$ cat src/rtl/hpdp_pkg.sv
package hpdp_pkg;
    localparam int DATA_W = 16;

    typedef enum logic {
        WR_IDLE = 1'b0,
        WR_LOW  = 1'b1
    } wr_state_t;

    typedef enum logic {
        RD_HIZ   = 1'b0,
        RD_DRIVE = 1'b1
    } rd_state_t;
endpackage

$ cat src/rtl/hpdp_in_reg.sv
// Registers the asynchronous host strobes and bus value once.
module hpdp_in_reg #(
    parameter int W = 16
) (
    input  logic         clk,
    input  logic         rst_n,
    input  logic         cs_n,
    input  logic         we_n,
    input  logic         oe_n,
    input  logic [W-1:0] bus_i,
    output logic         cs_q,
    output logic         we_q,
    output logic         oe_q,
    output logic [W-1:0] bus_q
);
    always_ff @(posedge clk or negedge rst_n) begin
        if (!rst_n) begin
            cs_q  <= 1'b1;
            we_q  <= 1'b1;
            oe_q  <= 1'b1;
            bus_q <= '0;
        end else begin
            cs_q  <= cs_n;
            we_q  <= we_n;
            oe_q  <= oe_n;
            bus_q <= bus_i;
        end
    end
endmodule

$ cat src/rtl/hpdp_wr_fsm.sv
// Write strobe interpreter: capture on the rise of write enable while selected.
module hpdp_wr_fsm
    import hpdp_pkg::*;
#(
    parameter int W = 16
) (
    input  logic         clk,
    input  logic         rst_n,
    input  logic         cs_q,
    input  logic         we_q,
    input  logic [W-1:0] bus_q,
    output logic [W-1:0] tx_hold
);
    wr_state_t state, state_nx;
    logic      capture;

    always_ff @(posedge clk or negedge rst_n) begin
        if (!rst_n) state <= WR_IDLE;
        else        state <= state_nx;
    end

    always_comb begin
        state_nx = state;
        capture  = 1'b0;
        unique case (state)
            WR_IDLE: begin
                if (!cs_q && !we_q) state_nx = WR_LOW;
            end
            WR_LOW: begin
                if (cs_q) begin
                    state_nx = WR_IDLE;          // abort: select dropped first
                end else if (we_q) begin
                    state_nx = WR_IDLE;          // capture: strobe rose while selected
                    capture  = 1'b1;
                end
            end
            default: state_nx = WR_IDLE;
        endcase
    end

    always_ff @(posedge clk or negedge rst_n) begin
        if (!rst_n)       tx_hold <= '0;
        else if (capture) tx_hold <= bus_q;
    end
endmodule

$ cat src/rtl/hpdp_rd_fsm.sv
// Read gate: drive only while both select and output enable are low.
module hpdp_rd_fsm
    import hpdp_pkg::*;
(
    input  logic clk,
    input  logic rst_n,
    input  logic cs_q,
    input  logic oe_q,
    output logic drive
);
    rd_state_t state, state_nx;

    always_ff @(posedge clk or negedge rst_n) begin
        if (!rst_n) state <= RD_HIZ;
        else        state <= state_nx;
    end

    always_comb begin
        state_nx = state;
        unique case (state)
            RD_HIZ:   if (!cs_q && !oe_q) state_nx = RD_DRIVE;
            RD_DRIVE: if (cs_q || oe_q)   state_nx = RD_HIZ;
            default:  state_nx = RD_HIZ;
        endcase
    end

    always_comb begin
        drive = (state == RD_DRIVE);
    end
endmodule

$ cat src/rtl/hpdp_sat_add.sv
// Signed add with clamp to the W-bit two's-complement range.
module hpdp_sat_add #(
    parameter int W = 16
) (
    input  logic [W-1:0] a,
    input  logic [W-1:0] b,
    output logic [W-1:0] y
);
    localparam logic [W-1:0] POS_MAX = {1'b0, {(W-1){1'b1}}};
    localparam logic [W-1:0] NEG_MIN = {1'b1, {(W-1){1'b0}}};

    logic [W:0] sum;

    always_comb begin
        sum = {a[W-1], a} + {b[W-1], b};
        if (sum[W] != sum[W-1]) y = sum[W] ? NEG_MIN : POS_MAX;
        else                    y = sum[W-1:0];
    end
endmodule

$ cat src/rtl/hpdp_top.sv
module hpdp_top #(
    parameter int DATA_W = hpdp_pkg::DATA_W
) (
    input  logic              clk,
    input  logic              rst_n,
    input  logic [DATA_W-1:0] bus_i,
    output logic [DATA_W-1:0] bus_o,
    output logic              bus_oe,
    input  logic              cs_n,
    input  logic              we_n,
    input  logic              oe_n,
    input  logic              sample_tick,
    input  logic [DATA_W-1:0] rx_sample,
    input  logic [DATA_W/2-1:0] ofs_lo,
    input  logic [DATA_W/2-1:0] ofs_hi,
    input  logic              mode_dloop,
    input  logic              mode_rdbk,
    output logic [DATA_W-1:0] tx_word
);
    localparam int HALF_W = DATA_W / 2;

    logic              cs_q, we_q, oe_q;
    logic [DATA_W-1:0] bus_q;
    logic [DATA_W-1:0] tx_hold;
    logic [DATA_W-1:0] rx_buf;
    logic [DATA_W-1:0] rx_adj;
    logic [DATA_W-1:0] offset;

    assign offset = {ofs_hi[HALF_W-1:0], ofs_lo[HALF_W-1:0]};

    hpdp_in_reg #(.W(DATA_W)) u_in (
        .clk(clk), .rst_n(rst_n),
        .cs_n(cs_n), .we_n(we_n), .oe_n(oe_n), .bus_i(bus_i),
        .cs_q(cs_q), .we_q(we_q), .oe_q(oe_q), .bus_q(bus_q)
    );

    hpdp_wr_fsm #(.W(DATA_W)) u_wr (
        .clk(clk), .rst_n(rst_n),
        .cs_q(cs_q), .we_q(we_q), .bus_q(bus_q),
        .tx_hold(tx_hold)
    );

    hpdp_rd_fsm u_rd (
        .clk(clk), .rst_n(rst_n),
        .cs_q(cs_q), .oe_q(oe_q),
        .drive(bus_oe)
    );

    hpdp_sat_add #(.W(DATA_W)) u_add (
        .a(rx_sample), .b(offset), .y(rx_adj)
    );

    // Receive buffer: read-back overrides the adjusted sample.
    always_ff @(posedge clk or negedge rst_n) begin
        if (!rst_n)           rx_buf <= '0;
        else if (sample_tick) rx_buf <= mode_rdbk ? tx_hold : rx_adj;
    end

    // Transmit buffer: loopback takes the receive buffer's present word.
    always_ff @(posedge clk or negedge rst_n) begin
        if (!rst_n)           tx_word <= '0;
        else if (sample_tick) tx_word <= mode_dloop ? rx_buf : tx_hold;
    end

    assign bus_o = rx_buf;
endmodule

$ cat config.mk
export PLATFORM = sky130hd
export DESIGN_NAME = hpdp_top
export DESIGN_NICKNAME = d
export VERILOG_FILES = /design/src/rtl/hpdp_pkg.sv /design/src/rtl/hpdp_in_reg.sv /design/src/rtl/hpdp_wr_fsm.sv /design/src/rtl/hpdp_rd_fsm.sv /design/src/rtl/hpdp_sat_add.sv /design/src/rtl/hpdp_top.sv
export SDC_FILE = /design/constraint.sdc
export NUM_CORES = 1
export LEC_CHECK = 0
export BUFFER_PORTS_ARGS = -buffer_cell sky130_fd_sc_hd__buf_2
export CELL_PAD_IN_SITES_DETAIL_PLACEMENT = 1
export CELL_PAD_IN_SITES_GLOBAL_PLACEMENT = 2
export CORE_MARGIN = 4
export CORE_UTILIZATION = 25
export DETAILED_ROUTE_END_ITERATION = 8
export PLACE_DENSITY_LB_ADDON = 0.1
export SLEW_MARGIN = 20
export SYNTH_ARGS = -nofsm -noshare
export SYNTH_HDL_FRONTEND = slang
export SYNTH_HIERARCHICAL = 1
export SYNTH_SLANG_ARGS = --single-unit
$ cat constraint.sdc
create_clock -name clk -period 1.4 [get_ports clk]
set_clock_uncertainty 0.1 [all_clocks]
set_input_delay 0.28 -clock clk [delete_from_list [all_inputs] [get_ports clk]]
set_output_delay 0.28 -clock clk [all_outputs]
set_load 0.02 [all_outputs]
# Word-level counts from Yosys, hierarchy flattened

Cells that the tools add are included.

Bits in registers: 69
Output and inout bits: 33
Word-level logic and storage cells: 33

$add $sub $neg: 1
Equal/unequal tests: 1
Multiplexer cells: 14
Bitwise gates (word level): 2
Reductions and logical operators: 6

Operator list:

| operator          | count |
|---|---|
| $mux 16           | 4 |
| $add 16x16->17    | 1 |
| $mux 1            | 8 |
| $pmux 1 s2        | 2 |
| $logic_not 1->1   | 3 |
| $logic_and 1x1->1 | 2 |
| $not 1->1         | 2 |
| $logic_or 1x1->1  | 1 |
| $ne 1x1->1        | 1 |

# Logic depth before layout (Yosys ltp)

Gate-level depths: netlist of run 1.

Word-level depth: 4
Mapped depth: 14
Gate-level depth less buffers: 12

# Cells and area by module

Netlist of run 1, hierarchy kept.

Modules (own cells, without submodules):

| module       | times used | cells an instance | area each (sq um) | seq. area each (sq um) |
|---|---|---|---|---|
| hpdp_top     | 1          | 139               | 1500.2            | 800.8 |
| hpdp_sat_add | 1          | 185               | 1365.1            | 0.0 |
| hpdp_wr_fsm  | 1          | 36                | 678.2             | 425.4 |
| hpdp_in_reg  | 1          | 19                | 479.2             | 479.2 |
| hpdp_rd_fsm  | 1          | 2                 | 28.8              | 25.0 |

# Least setup slack after synthesis of run 1

No wires, ideal clock.

Path kind: input-to-reg
Start point: in rx_sample[0]
End point: reg rx_buf[10] (netlist: bus_o[10])
Library setup time: 0.077 ns
Arrival: 2.502 ns
Slack: -1.279 ns
Cell stages on the path: 14
Buffers on the path: 2
Cells stage by stage: ha_1 > inv_1 > fa_1 > nand2b_1 > a21oi_2 > o211a_4 > o211ai_4 > and2_4 > buf_6 > buf_8 > maj3_2 > mux2i_1 > mux2i_1 > a21oi_1

Word-level cells in the longest chain between the ends: 4
Elaborated cells on any way between the ends: 5
Those cells by class: 1 x add/sub; 1 x eq/ne; 3 x mux

RTL lines:

| item                                         | RTL line           | RTL |
|---|---|---|
| from (decl)                                  | hpdp_top.sv:13     | `input logic [DATA_W-1:0] rx_sample,` |
| $add 16x16->17 (*)                           | hpdp_sat_add.sv:15 | `sum = {a[W-1], a} + {b[W-1], b};` |
| $mux 16 / $ne 1x1->1 (equally long branches) | hpdp_sat_add.sv:16 | `if (sum[W] != sum[W-1]) y = sum[W] ? NEG_MIN : POS_MAX;` |
| $mux 16 (*)                                  | hpdp_sat_add.sv:16 |  |
| named net rx_adj[10]                         | hpdp_top.sv:26     | `logic [DATA_W-1:0] rx_adj;` |
| $mux 16 (*)                                  | hpdp_top.sv:56     | `else if (sample_tick) rx_buf <= mode_rdbk ? tx_hold : rx_adj;` |
| to (signal assigned)                         | hpdp_top.sv:56     |  |
| to (decl)                                    | hpdp_top.sv:25     | `logic [DATA_W-1:0] rx_buf;` |

Mark *: on every way through the listed nets, which the timed path passes. The rest lies on a longest branch.
A chain may end at the register's enable or synchronous reset.

# Worst setup path in the final report of run 1

Start point: in ofs_lo[1]
End point: reg rx_buf[9] (netlist: bus_o[9])

Word-level cells in the longest chain between the ends: 4
Elaborated cells on any way between the ends: 5
Those cells by class: 1 x add/sub; 1 x eq/ne; 3 x mux

RTL lines:

| item                                         | RTL line           | RTL |
|---|---|---|
| from (decl)                                  | hpdp_top.sv:14     | `input logic [DATA_W/2-1:0] ofs_lo,` |
| $add 16x16->17 (*)                           | hpdp_sat_add.sv:15 |  |
| $mux 16 / $ne 1x1->1 (equally long branches) | hpdp_sat_add.sv:16 |  |
| $mux 16 (*)                                  | hpdp_sat_add.sv:16 |  |
| named net rx_adj[9]                          | hpdp_top.sv:26     |  |
| $mux 16 (*)                                  | hpdp_top.sv:56     |  |

Marks and branches as above.

==> metrics.cfg, run 1 <==
[outcome]
status = finished with violations
violations = negative setup slack

[place]
dp_cells = 718
port_buffers = 88
gp_congestion = 0.783
dpl_cell_area_sq_um = 5210
pre_cts_ws_ns = -1.41
dp_hpwl_um = 8940

[grt]
grt_use_total_pct = 14.0
grt_pass1_vias = 3718
antenna_found_initial = 0
grt_max_degree = 65
grt_pass1_wl_um = 20100
grt_remaining_overflow = 0

[worst_setup_path]
cp.arrival_ns = 2.51
path_delay_family = compound AO/OA/AOI/OAI gates
crit_start = ofs_lo[1]
critPathCapture = bus_o[9]
critical_path_buf_inv_count = 2
r2r_start = u_in/cs_q
path_cells = buf_8 -> ha_4 -> a211oi_4 -> buf_4 -> nor4_4 -> or3_1 -> a21oi_2 -> xor2_2 -> maj3_2 -> mux2i_1 -> mux2i_1 -> a21oi_1
r2r_slack_ns = -0.02
critPathCaptureType = flip-flop
r2r_cells = 3
slowest_stage = or3_1
cpPeakStageDelay_ns = 0.39
setup.worst_path.class = input port to flip-flop
crit_cells = 12
regToRegEndpoint = u_wr/tx_hold[9]
worstPathRequired_ns = 1.55
crit_top_cell = mux2i_1
cp_max_fo = 2
worstSetupStartpointType = input port

[yosys]
async_flop_share_pct = 100
syn-cell-area_sq_um = 4050
yosysSeqAreaShare_pct = 42.7
avgSynthCellArea_sq_um = 10.6
synthDistinctLibCells = 59
ys_ff_latch = 69
synth_warnings = 6
yosys.area.top_type = dfrtp_1
ys_top_cells_by_area = dfrtp_1 (41%), mux2i_1 (9.6%), a21oi_1 (5.6%)
synth_ff_type = dfrtp_1
yosys.area.top_type_share_pct = 40.8
synth_common_cells = dfrtp_1 (66), a21oi_1 (45), nor2_1 (45), mux2i_1 (39), nand2_1 (18)
synth_edf_count = 0
post-synth-top-count-cell = dfrtp_1
synthCells = 381
syn_nets = 454

[sta]
setup_viol = 18
hold_violations = 0
layout_min_cycle_time_ns = 2.36
tightest_slew_ns = 0.427
maxSlewViolCount = 0
final.period_utilization_pct = 169
setup_tns_ns = -13.77
fin_ws_ns = -0.961
rsz0062_at_grt = true
max_freq_mhz = 424
relSlewSlack_pct = 71.4
hold_slack_ns = 0.353

[die]
die_area_sq_um = 18300
die_w_um = 135
die_h_um = 135
coreArea_sq_um = 15900
rows = 46
pin_count = 89
start_util_pct = 25.5

[clock_tree]
root_buffer = clkbuf_16
clk_transition_reported_paths_ns = 0.06
cts_tree = done
cts.path.max_buffers = 2
clock_sinks = 69
clock_latency_ns = 0.33
numCtsBuffers = 9
htreeDepth = 3

[cells_and_area]
num_antenna_cells = 0
final_util_pct = 39.2
drive_gt1_share_pct = 47.8
final-instance-count-excl-fill = 770
final_area_sq_um = 6220
fin_nets = 622
area_growth_pct = 53.6

[power]
power.total_mw = 7.70
p_leak_nw = 2.86
ir_drop_uv = 616
powerDensity_nw_per_um2 = 1240

[drt]
firstDrtPassIters = 4
post_drt_wl_per_cell_um = 16.5
drc_errors = 0
route.antenna.remaining_nets = 0
viasPerCell = 4.53
vias = 3491
drt-initial-drc-count = 109
wl_um = 12700

[worst_hold_path]
hold_path_class = input port to flip-flop

[flow_run]
cap_violations = 0

cell families after synthesis:
logic type / synth area share, %
muxes: 15.3
adders and majority gates: 10.0
xor gates and xnor gates: 2.16
and+or+nand+nor: 9.60
AOI/OAI and AO/OA: 15.1
buffers and inverters: 5.16
DFF: 42.7
worst register-to-register path, cell delays in order, from the launching register on:
cell and delay [ns]:
dfstp_2 0.53, nand3b_4 0.19, buf_6 0.15, mux2_2 0.33
placed cells by master, fill, tap and decap left out, types with 4 or more instances in the layout:
cell and n:
a21oi_2 5, clkbuf_16 9, ha_4 11, a21oi_1 40, o21ai_1 5, dfrtp_1 66, xor2_1 6, nand2_1 16
dlygate4sd3_1 20, mux2_4 16, buf_6 9, nor2_1 44, buf_2 85, a21o_1 4, maj3_2 13, mux2i_1 38
o21ai_2 4, buf_4 52, inv_1 8, buf_12 8, o211ai_1 5, maj3_1 5, o21ai_0 5
area by class of cell:
class                   instances  area, sq um
clock buffers                   9          225
clock inverters                 7          123
repair buffers                178         1350
flip-flops and latches         69         1730
inverters                      10         37.5
multi-input cells             281         2480
fillers                      1789         9660
well taps                     216          270
layer usage:
| layer | vias to the layer above | track usage [%] | wire length, um |
|---|---|---|---|
| met5 | - | 0 | 0 |
| met1 | 1717 | 19.4 | 6040 |
| li1 | 1711 | - | - |
| met2 | 56 | 22.9 | 6180 |
| met4 | 0 | 2.18 | 42 |
| met3 | 7 | 3.08 | 421 |
sequential cells by signal, summed over array words and instances, names as in the netlist:
| name | count |
|---|---|
| u_wr/tx_hold | 16 |
| u_rd/drive | 1 |
| u_wr/state | 1 |
| u_in/bus_q | 16 |
| tx_word | 16 |
| u_in/we_q | 1 |
| u_in/oe_q | 1 |
| u_in/cs_q | 1 |
| bus_o | 16 |
repair_timing:
item	4_1_cts	5_1_grt
buffers inserted	4	8
hold buffers	20	0
gates cloned	3	1
pin swaps	22	35
setup endpoints to repair	22	32
endpoints found under the hold margin	85	0
resized for setup	31	46
power by group:
part | internal, mW | leakage (nW) | switching [mW]
Combinational | 1.24 | 1.89 | 1.27
Sequential | 2.31 | 0.800 | 0.241
Clock | 1.75 | 0.162 | 0.886
worst min path at each step:
stage	from	to	slack [ns]	cells after the start
floorplan	rst_n	bus_o[0]	-0.12	0
global placement	rst_n	bus_o[11]	0.21	2
detailed placement	rst_n	u_wr/tx_hold[15]	0.21	2
CTS	sample_tick	bus_o[4]	0.34	3
global route	sample_tick	bus_o[1]	0.36	3
finish	sample_tick	tx_word[5]	0.35	3
Power figures use the tool's default switching activity.
==> inputs of run 2 (changes only) <==
- ABC_CLOCK_PERIOD_IN_PS: unset -> 1400
- RECOVER_POWER: unset -> 50
==> metrics.cfg, run 2 (synthesis results as in run 1) <==
[sta]
hold_violations = 0  ; unchanged
fin_ws_ns = -0.958  ; +0.00325 ns
layout_min_cycle_time_ns = 2.36  ; -0.00325 ns
final.period_utilization_pct = 168  ; -0.23 points
tightest_slew_ns = 0.677  ; +0.251 ns
hold_slack_ns = 0.354  ; +0.00109 ns
maxSlewViolCount = 0  ; unchanged
setup_viol = 25  ; +7
relSlewSlack_pct = 54.8  ; -17 points
max_freq_mhz = 424  ; +0.14%
rsz0062_at_grt = true

[cells_and_area]
fin_nets = 622  ; unchanged
final_area_sq_um = 6200  ; -0.26%
area_growth_pct = 53.2
drive_gt1_share_pct = 47.1  ; -0.72 points
num_antenna_cells = 0  ; unchanged
final_common_cell = buf_2
n_fill_cell = 1793  ; +0.22%
final_cell_mix = buf_2 (82), dfrtp_1 (66), buf_4 (52)

[power]
p_leak_nw = 2.84  ; -0.48%
ir_drop_uv = 615  ; -0.11%
powerDensity_nw_per_um2 = 1240  ; +0.26%

[worst_hold_path]
holdPathStages = 3  ; unchanged
min_to = tx_word[5]
hold_path_class = input port to flip-flop
hold_start = sample_tick

[clock_tree]
clock_sinks = 69  ; unchanged
numCtsBuffers = 9  ; unchanged
clk_transition_reported_paths_ns = 0.06  ; about the same
cts_tree = done
cts.path.max_buffers = 2  ; unchanged
root_buffer = clkbuf_16
htreeDepth = 3  ; unchanged
clock_latency_ns = 0.33  ; about the same

[grt]
grt_max_degree = 65  ; unchanged
grtUsageMet1_pct = 19.4  ; unchanged
busiest_layer = met2
use_met3_pct = 3.08  ; unchanged
grt_util_met2_pct = 22.9  ; unchanged
grt_pass1_wl_um = 20100  ; unchanged
antenna_found_initial = 0  ; unchanged
grt_remaining_overflow = 0  ; unchanged
grt_use_total_pct = 14.0  ; unchanged
grt_pass1_vias = 3718  ; unchanged

[worst_setup_path]
critPathCaptureType = flip-flop
regToRegEndpoint = u_wr/tx_hold[9]
cp_max_fo = 2  ; unchanged
crit_start = ofs_lo[1]
worstSetupStartpointType = input port
r2r_slack_ns = -0.03  ; about the same
setup.worst_path.class = input port to flip-flop
worstPathRequired_ns = 1.56  ; about the same
cp.arrival_ns = 2.51  ; about the same
r2r_start = u_in/cs_q
r2r_cells = 3  ; unchanged

[drt]
route.antenna.remaining_nets = 0  ; unchanged
drt-initial-drc-count = 115  ; +5.5%
firstDrtPassIters = 6  ; +2
post_drt_wl_per_cell_um = 16.6  ; +0.51%
viasPerCell = 4.56  ; +0.52%
drc_errors = 0  ; unchanged
vias = 3509  ; +0.52%
wl_um = 12700  ; +0.51%

[die]
coreArea_sq_um = 15900  ; unchanged
die_w_um = 135  ; unchanged
start_util_pct = 25.5  ; unchanged
pin_count = 89  ; unchanged
die_h_um = 135  ; unchanged
die_area_sq_um = 18300  ; unchanged
rows = 46  ; unchanged

[place]
gp_congestion = 0.783  ; unchanged
dp_hpwl_um = 8940  ; unchanged
dpl_cell_area_sq_um = 5210  ; unchanged
port_buffers = 88  ; unchanged

[flow_run]
cap_violations = 0  ; unchanged

[outcome]
status = finished with violations
violations = negative setup slack

-- run 2: cell types whose count changed in the layout (fill, tap and decap cells not counted), sizes merged --
cell and delta:
buf -4, clkbuf +4
-- run 2: power breakdown --
group / total [mW] / switching (mW) / internal [mW]
sequential: 2.55 / 0.239 / 2.31
combinational: 2.51 / 1.28 / 1.24
clock: 2.64 / 0.888 / 1.75
total: 7.70 / 2.40 / 5.29
-- run 2: metrics by stage --
step	instances	power, mW	util (%)	TNS [ns]	setup WS, ns
after floorplan	381	3.92	-	-16.15	-1.11
after global placement	718	4.76	32.8	-19.94	-1.36
after detailed placement	718	4.79	32.8	-20.71	-1.41
after CTS	761	7.66	37.6	-14.52	-0.973
after global routing	770	8.16	39.1	-16.50	-1.11
final	770	7.70	39.1	-13.87	-0.958
-- run 2: per-layer routing --
| metal | wire, um | share of wire (%) |
|---|---|---|
| met4 | 40 | 0.31 |
| met2 | 6210 | 49 |
| met3 | 370 | 2.9 |
| met5 | 0 | 0 |
| met1 | 6130 | 48 |
-- run 2: area by class of cell --
cell class / instances / area [sq um] / share of cell area (%)
clock inverters: 7 / 123 / 1.98
repair buffers: 178 / 1330 / 21.5
flip-flops and latches: 69 / 1730 / 27.9
well taps: 216 / 270 / 4.36
multi-input cells: 281 / 2480 / 40.0
clock buffers: 9 / 225 / 3.63
inverters: 10 / 37.5 / 0.605
-- run 2: worst max path at each step --
stage	end	slack [ns]	cells past startpoint
finish	bus_o[9]	-0.96	12
global route	bus_o[9]	-1.11	12
CTS	bus_o[8]	-0.97	14
detailed placement	bus_o[2]	-1.41	12
global placement	bus_o[12]	-1.36	12
floorplan	bus_o[10]	-1.11	14
-- run 2: repair_timing --
| item | CTS | global route |
|---|---|---|
| gates cloned | 3 | 1 |
| endpoints found under the hold margin | 85 | 0 |
| gates resized for setup | 31 | 46 |
| endpoints found under the setup margin | 22 | 32 |
| pin swaps | 22 | 35 |
| setup buffers | 4 | 8 |
| hold buffers | 20 | 0 |
-- run 2: critical path, cell delays in order --
cell and delay (ns):
buf_8 0.10, ha_4 0.24, a211oi_4 0.29, buf_4 0.17, nor4_4 0.04, or3_1 0.39, a21oi_2 0.19, xor2_2 0.11
maj3_2 0.31, mux2i_1 0.15, mux2i_1 0.09, a21oi_1 0.15
==> inputs of run 3 (changes only) <==
- CELL_PAD_IN_SITES_DETAIL_PLACEMENT: 1 -> unset
- CELL_PAD_IN_SITES_GLOBAL_PLACEMENT: 2 -> unset
- PLACE_DENSITY_LB_ADDON: 0.1 -> unset
==> metrics.cfg, run 3 (synthesis results as in run 1) <==
[power]
powerDensity_nw_per_um2 = 1210  ; -2.2%
ir_drop_uv = 634  ; +3.1%
p_leak_nw = 2.81  ; -1.1%
p_sw_mw = 2.33  ; -2.9%
pwr-share-seq_pct = 33.7  ; +0.6 points
power.share.combinational_pct = 33.4  ; +0.7 points
p_clk_share_pct = 32.9  ; -1.4 points
netSwitchingFraction_pct = 31.1  ; -0.14 points
p_int_mw = 5.17  ; -2.3%

[cells_and_area]
fin_nets = 621  ; -0.16%
final_common_cell = buf_2
n_fill_cell = 1572  ; -12%
drive_gt1_share_pct = 48.3  ; +1.2 points
final-instance-count-excl-fill = 769  ; -0.13%
area_growth_pct = 52.7
final_cell_mix = buf_2 (82), dfrtp_1 (66), buf_4 (53)
num_antenna_cells = 0  ; unchanged
final_util_pct = 38.9  ; -0.12 points

[place]
dp_cells = 720  ; +0.28%
gp_congestion = 0.854  ; +9.2%
dp_hpwl_um = 8090  ; -9.5%
pre_cts_ws_ns = -1.39  ; +0.0164 ns
port_buffers = 88  ; unchanged

[sta]
fin_ws_ns = -0.918  ; +0.0395 ns
final.period_utilization_pct = 166  ; -2.8 points
max_freq_mhz = 431  ; +1.7%
hold_violations = 0  ; unchanged
rsz0062_at_grt = true
tightest_slew_ns = 0.444  ; -0.233 ns
layout_min_cycle_time_ns = 2.32  ; -0.0395 ns
maxSlewViolCount = 0  ; unchanged
setup_viol = 23  ; -8.0%
hold_slack_ns = 0.308  ; -0.0455 ns
setup_tns_ns = -13.04  ; +0.832 ns
relSlewSlack_pct = 70.4  ; +16 points

[drt]
firstDrtPassIters = 4  ; -2
vias = 3467  ; -1.2%
route.antenna.remaining_nets = 0  ; unchanged
wl_um = 11200  ; -12%
post_drt_wl_per_cell_um = 14.5  ; -12%
drt-initial-drc-count = 58  ; -50%
drc_errors = 0  ; unchanged
viasPerCell = 4.51  ; -1.1%

[die]
die_area_sq_um = 18300  ; unchanged
die_w_um = 135  ; unchanged
rows = 46  ; unchanged
coreArea_sq_um = 15900  ; unchanged
pin_count = 89  ; unchanged
start_util_pct = 25.5  ; unchanged
die_h_um = 135  ; unchanged

[clock_tree]
clock_sinks = 69  ; unchanged
numCtsBuffers = 9  ; unchanged
cts_tree = done
cts.path.max_buffers = 2  ; unchanged
root_buffer = clkbuf_16
clk_transition_reported_paths_ns = 0.05  ; about the same
htreeDepth = 3  ; unchanged
clock_latency_ns = 0.33  ; about the same

[outcome]
status = finished with violations
violations = negative setup slack

[worst_setup_path]
r2r_start = u_in/cs_q
critical_path_buf_inv_count = 3  ; +1
worstSetupStartpointType = input port
r2r_slack_ns = -0.01  ; +0.02 ns
regToRegEndpoint = u_wr/tx_hold[0]
cpPeakStageDelay_ns = 0.33  ; -0.06 ns
cp_max_fo = 7  ; +5
cp.arrival_ns = 2.47  ; -0.04 ns
critPathCaptureType = flip-flop
r2r_cells = 3  ; unchanged
worstPathRequired_ns = 1.55  ; about the same
slowest_stage = fa_2
path_cells = buf_6 -> ha_4 -> inv_2 -> fa_2 -> nand2b_4 -> a21oi_4 -> o211a_4 -> o211ai_4 -> buf_6 -> and2_4 -> maj3_2 -> mux2i_1 -> mux2i_1 -> a21oi_1
setup.worst_path.class = input port to flip-flop
path_delay_family = adder cells

[grt]
grt_use_total_pct = 12.4  ; -1.6 points
antenna_found_initial = 1  ; +1
grt_max_degree = 65  ; unchanged
grt_pass1_wl_um = 18100  ; -9.8%
grt_remaining_overflow = 0  ; unchanged
grt_pass1_vias = 3614  ; -2.8%

[flow_run]
cap_violations = 0  ; unchanged

[worst_hold_path]
hold_path_class = input port to asynchronous set/reset pin

run 3: cell types whose count changed in the layout (fill, tap and decap cells not counted), moves of 3 or more:
cell	before	now
buf_6	9	12
mux2i_1	38	35
nor2_1	44	41
mux2i_2	1	4
nor2_2	0	3
run 3: worst register-to-register path, delay by kind of cell (launching register included):
family | cells | cell delay (ns)
muxes | 1 | 0.31
buffers and inverters | 1 | 0.16
and+or+nand+nor | 1 | 0.18
DFF | 1 | 0.54
run 3: final cells by class:
cell class              count  area (sq um)  area share (%)
repair buffers            177          1300            21.0
well taps                 216           270            4.37
inverters                  10          37.5           0.607
flip-flops and latches     69          1730            28.0
clock inverters             6          92.6            1.50
multi-input cells         281          2510            40.7
clock buffers              10           239            3.86
run 3: stage by stage:
| step | total power, mW | cell area (sq um) |
|---|---|---|
| floorplan | 3.92 | 4180 |
| global placement | 4.71 | 5220 |
| detailed placement | 4.74 | 5220 |
| CTS | 7.49 | 6030 |
| global route | 7.96 | 6190 |
| finish | 7.51 | 6190 |
run 3: how the worst max path moves through the flow:
| stage | from | end | slack [ns] | depth (start not counted) |
|---|---|---|---|---|
| 2_1_floorplan | ofs_lo[0] | bus_o[10] | -1.11 | 14 |
| 3_3_place_gp | ofs_lo[1] | bus_o[8] | -1.39 | 12 |
| 3_5_place_dp | rx_sample[1] | bus_o[8] | -1.39 | 12 |
| 4_1_cts | rx_sample[0] | bus_o[6] | -0.91 | 13 |
| 5_1_grt | ofs_lo[0] | bus_o[9] | -1.02 | 14 |
| 6_report | ofs_lo[0] | bus_o[9] | -0.92 | 14 |
run 3: timing repair:
item                                   4_1_cts  5_1_grt
hold buffers                                20        0
gates resized for setup                     44       37
setup buffers                                8        4
setup endpoints to repair                   16       30
endpoints found under the hold margin       85        0
cloned                                       1        0
pin swaps                                   28       28
run 3: power by group through the flow:
stage	clock network (mW)	registers, mW	logic (mW)
final	2.47	2.53	2.51
after global routing	2.63	2.58	2.75
after CTS	2.53	2.54	2.42
after detailed placement	0	2.57	2.18
after global placement	0	2.56	2.15
after floorplan	0	2.73	1.19
run 3: per-layer routing:
metal	track usage (%)	share of wire, %	vias up
li1	-	-	1708
met1	15.9	46	1680
met2	20.7	49	61
met3	4.01	3.9	16
met4	2.46	1.2	2
met5	0	0.063	-
